$ cat config.mk
export PLATFORM = sky130hd
export DESIGN_NAME = pipe4_stall_ctrl
export DESIGN_NICKNAME = d
export VERILOG_FILES = /design/src/rtl/pipe4_pkg.sv /design/src/rtl/pipe4_decode_buf.sv /design/src/rtl/pipe4_exec.sv /design/src/rtl/pipe4_write.sv /design/src/rtl/pipe4_stall_ctrl.sv
export SDC_FILE = /design/constraint.sdc
export NUM_CORES = 1
export LEC_CHECK = 0
export BUFFER_PORTS_ARGS = -buffer_cell sky130_fd_sc_hd__buf_2
export CAP_MARGIN = 20
export CELL_PAD_IN_SITES_DETAIL_PLACEMENT = 1
export CELL_PAD_IN_SITES_GLOBAL_PLACEMENT = 2
export CORE_UTILIZATION = 31
export CTS_CLUSTER_SIZE = 12
export DETAILED_ROUTE_END_ITERATION = 7
export GPL_TIMING_DRIVEN = 0
export PLACE_DENSITY_LB_ADDON = 0.15
export SETUP_SLACK_MARGIN = 0.5
export SYNTH_ARGS = -nofsm -noshare
export SYNTH_HDL_FRONTEND = slang
export SYNTH_SLANG_ARGS = --single-unit
$ cat constraint.sdc
create_clock -name clk -period 2.1 [get_ports clk]
set_input_delay 0.315 -clock clk [delete_from_list [all_inputs] [get_ports clk]]
set_output_delay 0.315 -clock clk [all_outputs]
set_load 0.005 [all_outputs]
$ cat src/rtl/pipe4_pkg.sv
package pipe4_pkg;
    parameter int ID_W  = 8;
    parameter int LAT_W = 4;

    typedef struct packed {
        logic [ID_W-1:0]  id;
        logic [LAT_W-1:0] lat;
        logic             ld;
        logic             wr;
    } tok_t;
endpackage

$ cat src/rtl/pipe4_decode_buf.sv
module pipe4_decode_buf
    import pipe4_pkg::*;
(
    input  logic clk,
    input  logic rst,
    input  logic fetch_ok,
    input  tok_t fetch_tok,
    input  logic e_free,
    output logic d_valid,
    output tok_t d_tok,
    output logic d_move,
    output logic d_free
);
    typedef struct packed {
        logic v;
        tok_t t;
    } dstate_t;

    dstate_t s_d, s_q;

    always_comb begin
        s_d    = s_q;
        d_move = s_q.v & e_free;
        d_free = ~s_q.v | d_move;
        if (fetch_ok) begin
            s_d.v = 1'b1;
            s_d.t = fetch_tok;
        end else if (d_move) begin
            s_d.v = 1'b0;
        end
    end

    always_ff @(posedge clk) begin
        if (rst) s_q <= '0;
        else     s_q <= s_d;
    end

    assign d_valid = s_q.v;
    assign d_tok   = s_q.t;

    // a decode token that cannot move stays put
    p_dhold_r7: assert property (@(posedge clk) disable iff (rst)
        (s_q.v && !e_free) |=> (s_q.v && $stable(s_q.t)));
endmodule

$ cat src/rtl/pipe4_exec.sv
module pipe4_exec
    import pipe4_pkg::*;
(
    input  logic clk,
    input  logic rst,
    input  logic d_move,
    input  tok_t d_tok,
    input  logic w_free,
    output logic e_valid,
    output tok_t e_tok,
    output logic e_move,
    output logic e_free
);
    typedef struct packed {
        logic             v;
        tok_t             t;
        logic [LAT_W-1:0] cnt;
    } estate_t;

    estate_t          s_d, s_q;
    logic [LAT_W-1:0] last;
    logic             e_done;

    always_comb begin
        if (s_q.t.ld || s_q.t.lat == '0) last = '0;
        else                             last = s_q.t.lat - LAT_W'(1);
        e_done = s_q.v && (s_q.cnt == last);
        e_move = e_done & w_free;
        e_free = ~s_q.v | e_move;
        s_d    = s_q;
        if (d_move) begin
            s_d.v   = 1'b1;
            s_d.t   = d_tok;
            s_d.cnt = '0;
        end else if (e_move) begin
            s_d.v = 1'b0;
        end else if (s_q.v && !e_done) begin
            s_d.cnt = s_q.cnt + LAT_W'(1);
        end
    end

    always_ff @(posedge clk) begin
        if (rst) s_q <= '0;
        else     s_q <= s_d;
    end

    assign e_valid = s_q.v;
    assign e_tok   = s_q.t;

    // execute keeps its token while it cannot leave
    p_ehold_r4: assert property (@(posedge clk) disable iff (rst)
        (s_q.v && !e_move) |=> (s_q.v && $stable(s_q.t.id)));
endmodule

$ cat src/rtl/pipe4_write.sv
module pipe4_write
    import pipe4_pkg::*;
(
    input  logic            clk,
    input  logic            rst,
    input  logic            e_move,
    input  tok_t            e_tok,
    output logic            w_valid,
    output logic            w_free,
    output logic            retire_valid,
    output logic [ID_W-1:0] retire_id,
    output logic            rf_we
);
    typedef struct packed {
        logic v;
        tok_t t;
        logic ph;
    } wstate_t;

    wstate_t s_d, s_q;
    logic    w_done;

    always_comb begin
        w_done = s_q.v && (!s_q.t.ld || s_q.ph);
        w_free = ~s_q.v | w_done;
        s_d    = s_q;
        if (e_move) begin
            s_d.v  = 1'b1;
            s_d.t  = e_tok;
            s_d.ph = 1'b0;
        end else if (w_done) begin
            s_d.v = 1'b0;
        end else if (s_q.v) begin
            s_d.ph = 1'b1;
        end
    end

    always_ff @(posedge clk) begin
        if (rst) s_q <= '0;
        else     s_q <= s_d;
    end

    assign w_valid      = s_q.v;
    assign retire_valid = w_done;
    assign retire_id    = s_q.t.id;
    assign rf_we        = w_done & s_q.t.wr;

    // memory cycle of a load is followed by its retire
    p_load_r5: assert property (@(posedge clk) disable iff (rst)
        (s_q.v && s_q.t.ld && !s_q.ph) |=> (retire_valid && $stable(s_q.t.id)));
endmodule

$ cat src/rtl/pipe4_stall_ctrl.sv
module pipe4_stall_ctrl
    import pipe4_pkg::*;
(
    input  logic             clk,
    input  logic             rst,
    output logic             imem_req,
    input  logic             imem_ready,
    input  logic [ID_W-1:0]  imem_id,
    input  logic [LAT_W-1:0] imem_lat,
    input  logic             imem_load,
    input  logic             imem_wr,
    output logic [2:0]       stage_valid,
    output logic [1:0]       occupancy,
    output logic             stall,
    output logic             rf_we,
    output logic             retire_valid,
    output logic [ID_W-1:0]  retire_id
);
    tok_t fetch_tok, d_tok, e_tok;
    logic d_valid, d_move, d_free;
    logic e_valid, e_move, e_free;
    logic w_valid, w_free;
    logic fetch_ok;

    assign fetch_tok = '{id: imem_id, lat: imem_lat, ld: imem_load, wr: imem_wr};
    assign imem_req  = ~rst & d_free;
    assign fetch_ok  = imem_req & imem_ready;

    pipe4_decode_buf u_dec (
        .clk(clk), .rst(rst), .fetch_ok(fetch_ok), .fetch_tok(fetch_tok),
        .e_free(e_free), .d_valid(d_valid), .d_tok(d_tok),
        .d_move(d_move), .d_free(d_free)
    );

    pipe4_exec u_exe (
        .clk(clk), .rst(rst), .d_move(d_move), .d_tok(d_tok),
        .w_free(w_free), .e_valid(e_valid), .e_tok(e_tok),
        .e_move(e_move), .e_free(e_free)
    );

    pipe4_write u_wb (
        .clk(clk), .rst(rst), .e_move(e_move), .e_tok(e_tok),
        .w_valid(w_valid), .w_free(w_free), .retire_valid(retire_valid),
        .retire_id(retire_id), .rf_we(rf_we)
    );

    assign stage_valid = {w_valid, e_valid, d_valid};
    assign occupancy   = {1'b0, d_valid} + {1'b0, e_valid} + {1'b0, w_valid};
    assign stall       = (imem_req & ~imem_ready) | (d_valid & ~e_free) | (e_valid & ~e_move);

    // fetch request rises right after reset release
    p_req_r1: assert property (@(posedge clk) disable iff (rst)
        $fell(rst) |-> imem_req);

    // an unanswered request leaves decode empty next cycle
    p_miss_r3: assert property (@(posedge clk) disable iff (rst)
        (imem_req && !imem_ready) |=> !stage_valid[0]);

    // write stage never holds a token for more than two cycles
    p_port_r6: assert property (@(posedge clk) disable iff (rst)
        (stage_valid[2] && !retire_valid) |=> retire_valid);
endmodule

==> flow_summary.json, run 1 <==
{
  "hp-class": "in -> reg",
  "critPathRequiredTime_ns": 1.78,
  "ys.warnings.count": 0,
  "drive_above_1_share_pct": 38.08,
  "yosysTopAreaCell": "dfxtp_1",
  "critPathBufInv": 2,
  "grt.overflow.total": 0,
  "synth_xor_area_share_pct": 0.4147,
  "io_pins": 34,
  "power_frac_seq_pct": 46.0,
  "synth-seq-area-share_pct": 43.60,
  "cp-end-kind": "output port",
  "pwr-share-comb_pct": 22.0,
  "ir_drop_uv": 298.7,
  "cp_slowest_cell": "a2111oi_4",
  "core_um2": 6459,
  "synth_top_area_share_pct": 43.60,
  "rsz0062_at_grt": "yes",
  "rows": 29,
  "synthSimpleGateAreaFrac_pct": 18.48,
  "fp.dieH_um": 84.54,
  "dieArea_um2": 7147,
  "path_cells": "inv_4 -> ha_4 -> nor2b_4 -> o211a_1 -> a2111oi_4 -> a31oi_4 -> o21bai_1 -> buf_2",
  "grt_pass1_vias": 1790,
  "drtIter0Drc": 39,
  "grt_max_degree": 15,
  "die-width_um": 84.54,
  "synth_area_per_cell_um2": 9.223,
  "area_growth_pct": 31.81,
  "cts_tree": "done",
  "clkTransAtPathRegs_ns": 0.09,
  "finalCritPeriodShare_pct": 116.8,
  "synth-compound-area-share_pct": 13.09,
  "grt_usage_pct": 15.74,
  "leakage_nw": 1.259,
  "route.final.wire_length_um": 5093,
  "gp_congestion": 0.7017,
  "layout.nets": 301,
  "critPathLaunchType": "flop",
  "cpPeakStageDelay_ns": 0.41,
  "maxSlewHeadroom_pct": 53.29,
  "syn_area_um2": 2112,
  "place_area_um2": 2467,
  "crit_cells": 8,
  "crit_start": "u_exe.e_tok[2]",
  "synth_seq_cells": 46,
  "powerDensity_nw_per_um2": 734.3,
  "drt-vias-per-instance": 4.804,
  "dpl.hpwl_um": 3602,
  "worst_pin_slew_ns": 0.7007,
  "fin_ws_ns": -0.3528,
  "endpoint": "stall",
  "switching_share_pct": 27.17,
  "drc": 6,
  "diodes": 0,
  "drv_cap": 0,
  "hold_violations": 0,
  "vias": 1720,
  "clkLatencyLatePin_ns": 0.30,
  "avgRoutedWirePerCell_um": 14.23,
  "reg2reg_setup_slack_ns": -0.31,
  "dp_slack_ns": -0.5001,
  "n_fill_cell": 760,
  "cts_buffers": 5,
  "status": "finished with violations",
  "grt_pass1_wl_um": 8880,
  "synth_cells": 229,
  "h-tree-depth": 2,
  "worst-path-max-fanout": 4,
  "violations": "design-rule violations, negative setup slack",
  "clock-sinks": 46,
  "synthAdderAreaFrac_pct": 2.725,
  "ys_top_cells_by_area": "dfxtp_1 44%, mux2i_1 13%, nand2_1 5.7%",
  "setup_viol": 46,
  "cts-hold-fix-buffers": 0,
  "synth_mux_area_share_pct": 13.33,
  "dr.pass1.iters": 6,
  "report.final.slew_viol_count": 0,
  "final_util_pct": 43.10,
  "fin_worst_skew_ns": 0.01307,
  "arrival_ns": 2.14,
  "r2r-end": "u_exe.s_q[3]",
  "synth_top_family_by_area": "simple AND/OR/NAND/NOR gates",
  "critPathKind": "reg -> out",
  "cts_buffer_depth": 2,
  "total_power_mw": 2.044,
  "synthDistinctLibCells": 40,
  "grt_antenna_before_repair": 0,
  "power_switching_uw": 555.5,
  "fin_crit_ns": 2.453,
  "max_freq_mhz": 407.7,
  "internal_power_mw": 1.489,
  "port_buffers": 32,
  "start_util_pct": 32.70,
  "ant_nets": 0,
  "crit_family": "compound AO/OA/AOI/OAI gates",
  "rr_startpoint": "u_exe.e_tok[2]",
  "finalInstanceArea_um2": 2784,
  "cts_root_buffer": "clkbuf_8",
  "rr_worst_depth": 11,
  "syn_nets": 250,
  "power_frac_clock_pct": 32.0
}
==> kinds of logic after synthesis <==
group	Yosys count
AOI/OAI and AO/OA	36
xor gates and xnor gates	1
buffers and inverters	30
DFF	46
and+or+nand+nor	84
adders and majority gates	4
muxes	28
==> worst register-to-register path, delay by kind of cell, from the launching register on <==
family / cells / cell delay (ns)
AOI/OAI and AO/OA: 3 / 0.47
muxes: 1 / 0.23
buffers and inverters: 4 / 0.64
adders and majority gates: 1 / 0.24
and+or+nand+nor: 2 / 0.39
DFF: 1 / 0.40
==> metrics by stage <==
| step | setup TNS [ns] | hold slack [ns] | instances |
|---|---|---|---|
| finish | -11.33 | 0.2505 | 358 |
| global route | -16.34 | 0.2452 | 358 |
| CTS | -11.16 | 0.2504 | 357 |
| detailed placement | -14.38 | 0.4543 | 338 |
| global placement | -12.67 | 0.4518 | 338 |
| floorplan | -1.615 | 0.4324 | 229 |
==> state kept, by name, indices dropped and copies added (netlist names) <==
register and count:
u_dec.d_tok 14, u_wb.retire_id 8, u_dec.d_valid 1, u_exe.s_q 4
u_wb.w_valid 1, u_wb.s_q 3, u_exe.e_valid 1, u_exe.e_tok 14
==> cell usage in the layout, fill, tap and decap left out, types with 3 or more instances in the layout <==
master and instances:
dfxtp_1 41, buf_2 32, nand2_1 31, mux2i_1 25, buf_4 21, nor2_1 20
nand3_2 9, o21ai_1 9, clkbuf_1 7, a21oi_1 6, o21ai_0 5, a31o_2 5
clkbuf_8 5, and2_1 3, nand4_1 3, buf_6 3, dfxtp_4 3
==> cell type report <==
cell class,count,area [um^2],area share (%)
Multi-Input combinational cell,153,1150,41.30
Sequential cell,46,934.6,33.57
Timing Repair Buffer,44,287.8,10.34
Buffer,24,177.7,6.382
Tap cell,77,96.34,3.461
Clock buffer,6,72.57,2.607
Clock inverter,2,37.54,1.348
Inverter,6,27.53,0.9888
==> Yosys cell counts <==
| cell | number |
|---|---|
| nor2b_1 | 2 |
| a21boi_0 | 1 |
| nor3_1 | 2 |
| buf_2 | 3 |
| buf_6 | 1 |
| mux2_2 | 1 |
| a21oi_1 | 8 |
| mux2i_1 | 27 |
| a2111oi_4 | 1 |
| or3_1 | 2 |
| a31oi_4 | 1 |
| ha_1 | 3 |
| dfxtp_1 | 46 |
| and2_1 | 3 |
| a31o_2 | 5 |
| o211a_1 | 1 |
| nor4_1 | 2 |
| fa_1 | 1 |
| buf_8 | 1 |
| nor3_2 | 1 |
| nand2b_1 | 2 |
| a211oi_2 | 1 |
| nor3b_2 | 1 |
| clkbuf_1 | 7 |
| clkinv_1 | 1 |
| nand3_1 | 11 |
| nand4_1 | 3 |
| nor4b_1 | 1 |
| nand2_1 | 32 |
| a31o_1 | 1 |
| o21bai_1 | 1 |
| nor3b_1 | 1 |
| inv_1 | 5 |
| a21boi_4 | 1 |
| xnor2_1 | 1 |
| a32oi_1 | 1 |
| o21ai_0 | 14 |
| buf_1 | 1 |
| buf_4 | 11 |
| nor2_1 | 21 |
==> how the worst min path moves through the flow <==
stage	from	endpoint	slack [ns]	depth (start not counted)
3_5_place_dp	u_dec.d_tok[11]	u_exe.e_tok[11]	0.45	2
6_report	imem_id[1]	u_dec.d_tok[7]	0.25	3
4_1_cts	imem_id[1]	u_dec.d_tok[7]	0.25	3
2_1_floorplan	imem_ready	u_dec.d_valid	0.43	2
5_1_grt	imem_id[3]	u_dec.d_tok[9]	0.25	3
3_3_place_gp	u_dec.d_tok[11]	u_exe.e_tok[11]	0.45	2
==> power groups by stage <==
stage	sequential (mW)	clock (mW)	combinational, mW
5_1_grt	0.947	0.723	0.488
6_report	0.940	0.655	0.449
4_1_cts	0.940	0.670	0.431
2_1_floorplan	0.952	0	0.272
3_3_place_gp	0.960	0	0.354
3_5_place_dp	0.962	0	0.358
==> routing by layer <==
layer,share of wire (%),global-route usage [%],vias up
li1,-,-,880
met1,51,21.02,801
met2,44,25.87,34
met3,3.7,3.343,5
met4,0.86,4.160,0
met5,0,0,-
==> repair_timing <==
item	in CTS	in global routing
setup endpoints to repair	50	50
gates cloned	1	0
setup buffers	10	1
pin swaps	4	1
gates resized for setup	16	9
Note: power is estimated with default switching activity, not from simulation.
==> run 2, diff against run 1 <==
--- a/config.mk
+++ b/config.mk
@@ -17,4 +17,5 @@
 export SETUP_SLACK_MARGIN = 0.5
 export SYNTH_ARGS = -nofsm -noshare
 export SYNTH_HDL_FRONTEND = slang
+export SYNTH_HIERARCHICAL = 1
 export SYNTH_SLANG_ARGS = --single-unit
==> constraint.sdc (replaced) <==
create_clock -name clk -period 2.1 [get_ports clk]
set_input_delay 0.21 -clock clk [delete_from_list [all_inputs] [get_ports clk]]
set_output_delay 0.21 -clock clk [all_outputs]
set_load 0.005 [all_outputs]
==> run 2 against run 1 <==
Net effect:
- the flow finishes with violations (negative setup slack)
- count of clock-buffer cells in the layout up 1
- routed wire length shrank 2.2%
- synthesized cell count is 4.4% lower
- hold slack lost 0.11 ns
- first-iteration DRC count shrank 51%
- die area increased by 1.5%
- cell area is 9.9% higher
- sequential share of layout area shrank 3.2 points
- final cell count up 2.0%
- clock power fell by 11%
- via count down 3.7%
- non-clock buffer count increased by 24
==> flow_summary.json, run 2 <==
{
  "dp_slack_ns": -0.5933,
  "fin_crit_ns": 2.724,
  "final_cell_mix": "41 x dfxtp_1, 39 x nor2_1, 38 x mux2i_1",
  "whs_ns": 0.1399,
  "worst_pin_slew_ns": 0.6226,
  "vias": 1656,
  "dieArea_um2": 7255,
  "status": "finished with violations",
  "cts_buffer_depth": 2,
  "cp-end-kind": "output port",
  "cts_tree": "done",
  "route.final.wire_length_um": 4980,
  "avgRoutedWirePerCell_um": 13.64,
  "syn_area_um2": 2145,
  "rows": 29,
  "area_growth_pct": 42.65,
  "hp-class": "in -> reg",
  "worst-path-max-fanout": 4,
  "final_util_pct": 47.10,
  "fin_worst_skew_ns": 0.002182,
  "port_buffers": 33,
  "maxSlewHeadroom_pct": 58.49,
  "grt_antenna_before_repair": 0,
  "critPathKind": "reg -> out",
  "clkLatencyLatePin_ns": 0.30,
  "gp_congestion": 0.6820,
  "cts-hold-fix-buffers": 0,
  "grt_max_degree": 15,
  "cts_buffers": 5,
  "drc": 0,
  "powerDensity_nw_per_um2": 560.5,
  "rsz0062_at_grt": "yes",
  "h-tree-depth": 2,
  "layout.nets": 308,
  "grt.overflow.total": 0,
  "cpPeakStageDelay_ns": 0.36,
  "grt_usage_pct": 14.75,
  "total_power_mw": 1.715,
  "place_area_um2": 2509,
  "grt_pass1_vias": 1680,
  "setup_tns_ns": -20.13,
  "finalCritPeriodShare_pct": 129.7,
  "grt_pass1_wl_um": 8252,
  "crit_family": "simple AND/OR/NAND/NOR gates",
  "ant_nets": 0,
  "clock-sinks": 46,
  "final_cell_count_no_fill": 365,
  "finalInstanceArea_um2": 3059,
  "violations": "negative setup slack",
  "path_cells": "inv_4 -> ha_4 -> nor3b_4 -> nor4_2 -> a221oi_2 -> nand4_1 -> nand2_1 -> buf_4 -> buf_6 -> nor2b_1 -> a221o_1 -> buf_2",
  "max_freq_mhz": 367.2,
  "fp.dieH_um": 85.18,
  "io_pins": 34,
  "cts_root_buffer": "clkbuf_8",
  "report.final.slew_viol_count": 0,
  "final_common_cell": "dfxtp_1",
  "synth_area_per_cell_um2": 9.792,
  "die-width_um": 85.18,
  "dpl.hpwl_um": 3300,
  "drtIter0Drc": 19,
  "ys.warnings.count": 6,
  "drive_above_1_share_pct": 46.18,
  "arrival_ns": 2.51,
  "clkTransAtPathRegs_ns": 0.09,
  "drv_cap": 0,
  "cp_slowest_cell": "dfxtp_4",
  "critPathLaunchType": "flop",
  "drt-vias-per-instance": 4.537,
  "placedCellCount": 329,
  "diodes": 0,
  "ir_drop_uv": 325.1,
  "leakage_nw": 1.317,
  "critPathRequiredTime_ns": 1.89,
  "hold_violations": 0,
  "start_util_pct": 33.02,
  "syn_nets": 240,
  "critPathBufInv": 4,
  "synth_cells": 219,
  "core_um2": 6495,
  "fin_ws_ns": -0.6236,
  "dr.pass1.iters": 2,
  "setup_viol": 48
}
[run 2: worst register-to-register path: stages (launching register included)]
cell and delay, ns:
dfxtp_4 0.36, inv_4 0.07, ha_4 0.14, nor3b_4 0.32
nor4_2 0.08, a221oi_2 0.24, nand4_1 0.25, nand2_1 0.15
nand2b_4 0.13, nor2b_4 0.17, and2_4 0.16, buf_8 0.13
buf_12 0.13, mux2i_1 0.20, nor2_1 0.06
[run 2: final cells by class]
type	instances	area (um^2)
Fill cell	746	3436
Timing Repair Buffer	61	529.3
Buffer	31	276.5
Inverter	7	31.28
Multi-Input combinational cell	135	1101
Clock buffer	7	86.33
Sequential cell	46	929.6
Tap cell	77	96.34
Clock inverter	1	8.758
[run 2: routing by layer]
| layer | global-route usage, % | part of all wire [%] | vias up |
|---|---|---|---|
| met1 | 18.56 | 47 | 769 |
| met2 | 24.56 | 47 | 31 |
| li1 | - | - | 851 |
| met3 | 4.280 | 4.7 | 5 |
| met4 | 4.160 | 1.1 | 0 |
| met5 | 0 | 0 | - |
[run 2: worst paths after layout]
path                      from           endpoint  slack, ns  depth (start not counted)
max             u_exe/e_tok[2]              stall      -0.62                         12
min reg2reg  u_wb/retire_id[1]  u_wb/retire_id[1]       0.50                          2
max reg2reg     u_exe/e_tok[2]    u_dec/d_tok[12]      -0.58                         14
min                    imem_wr     u_dec/d_tok[0]       0.14                          3
[run 2: repair_timing]
action / CTS / global route
setup buffers: 20 / 5
pin swaps: 8 / 14
cloned: 3 / 0
resized for setup: 23 / 17
setup endpoints to repair: 48 / 49
[run 2: where the power goes]
group	internal [mW]	total [mW]	leakage [nW]	switching, mW
clock network	0.272	0.584	0.0489	0.312
registers	0.890	0.904	0.375	0.0144
logic	0.129	0.227	0.893	0.0973
total	1.29	1.71	1.32	0.423
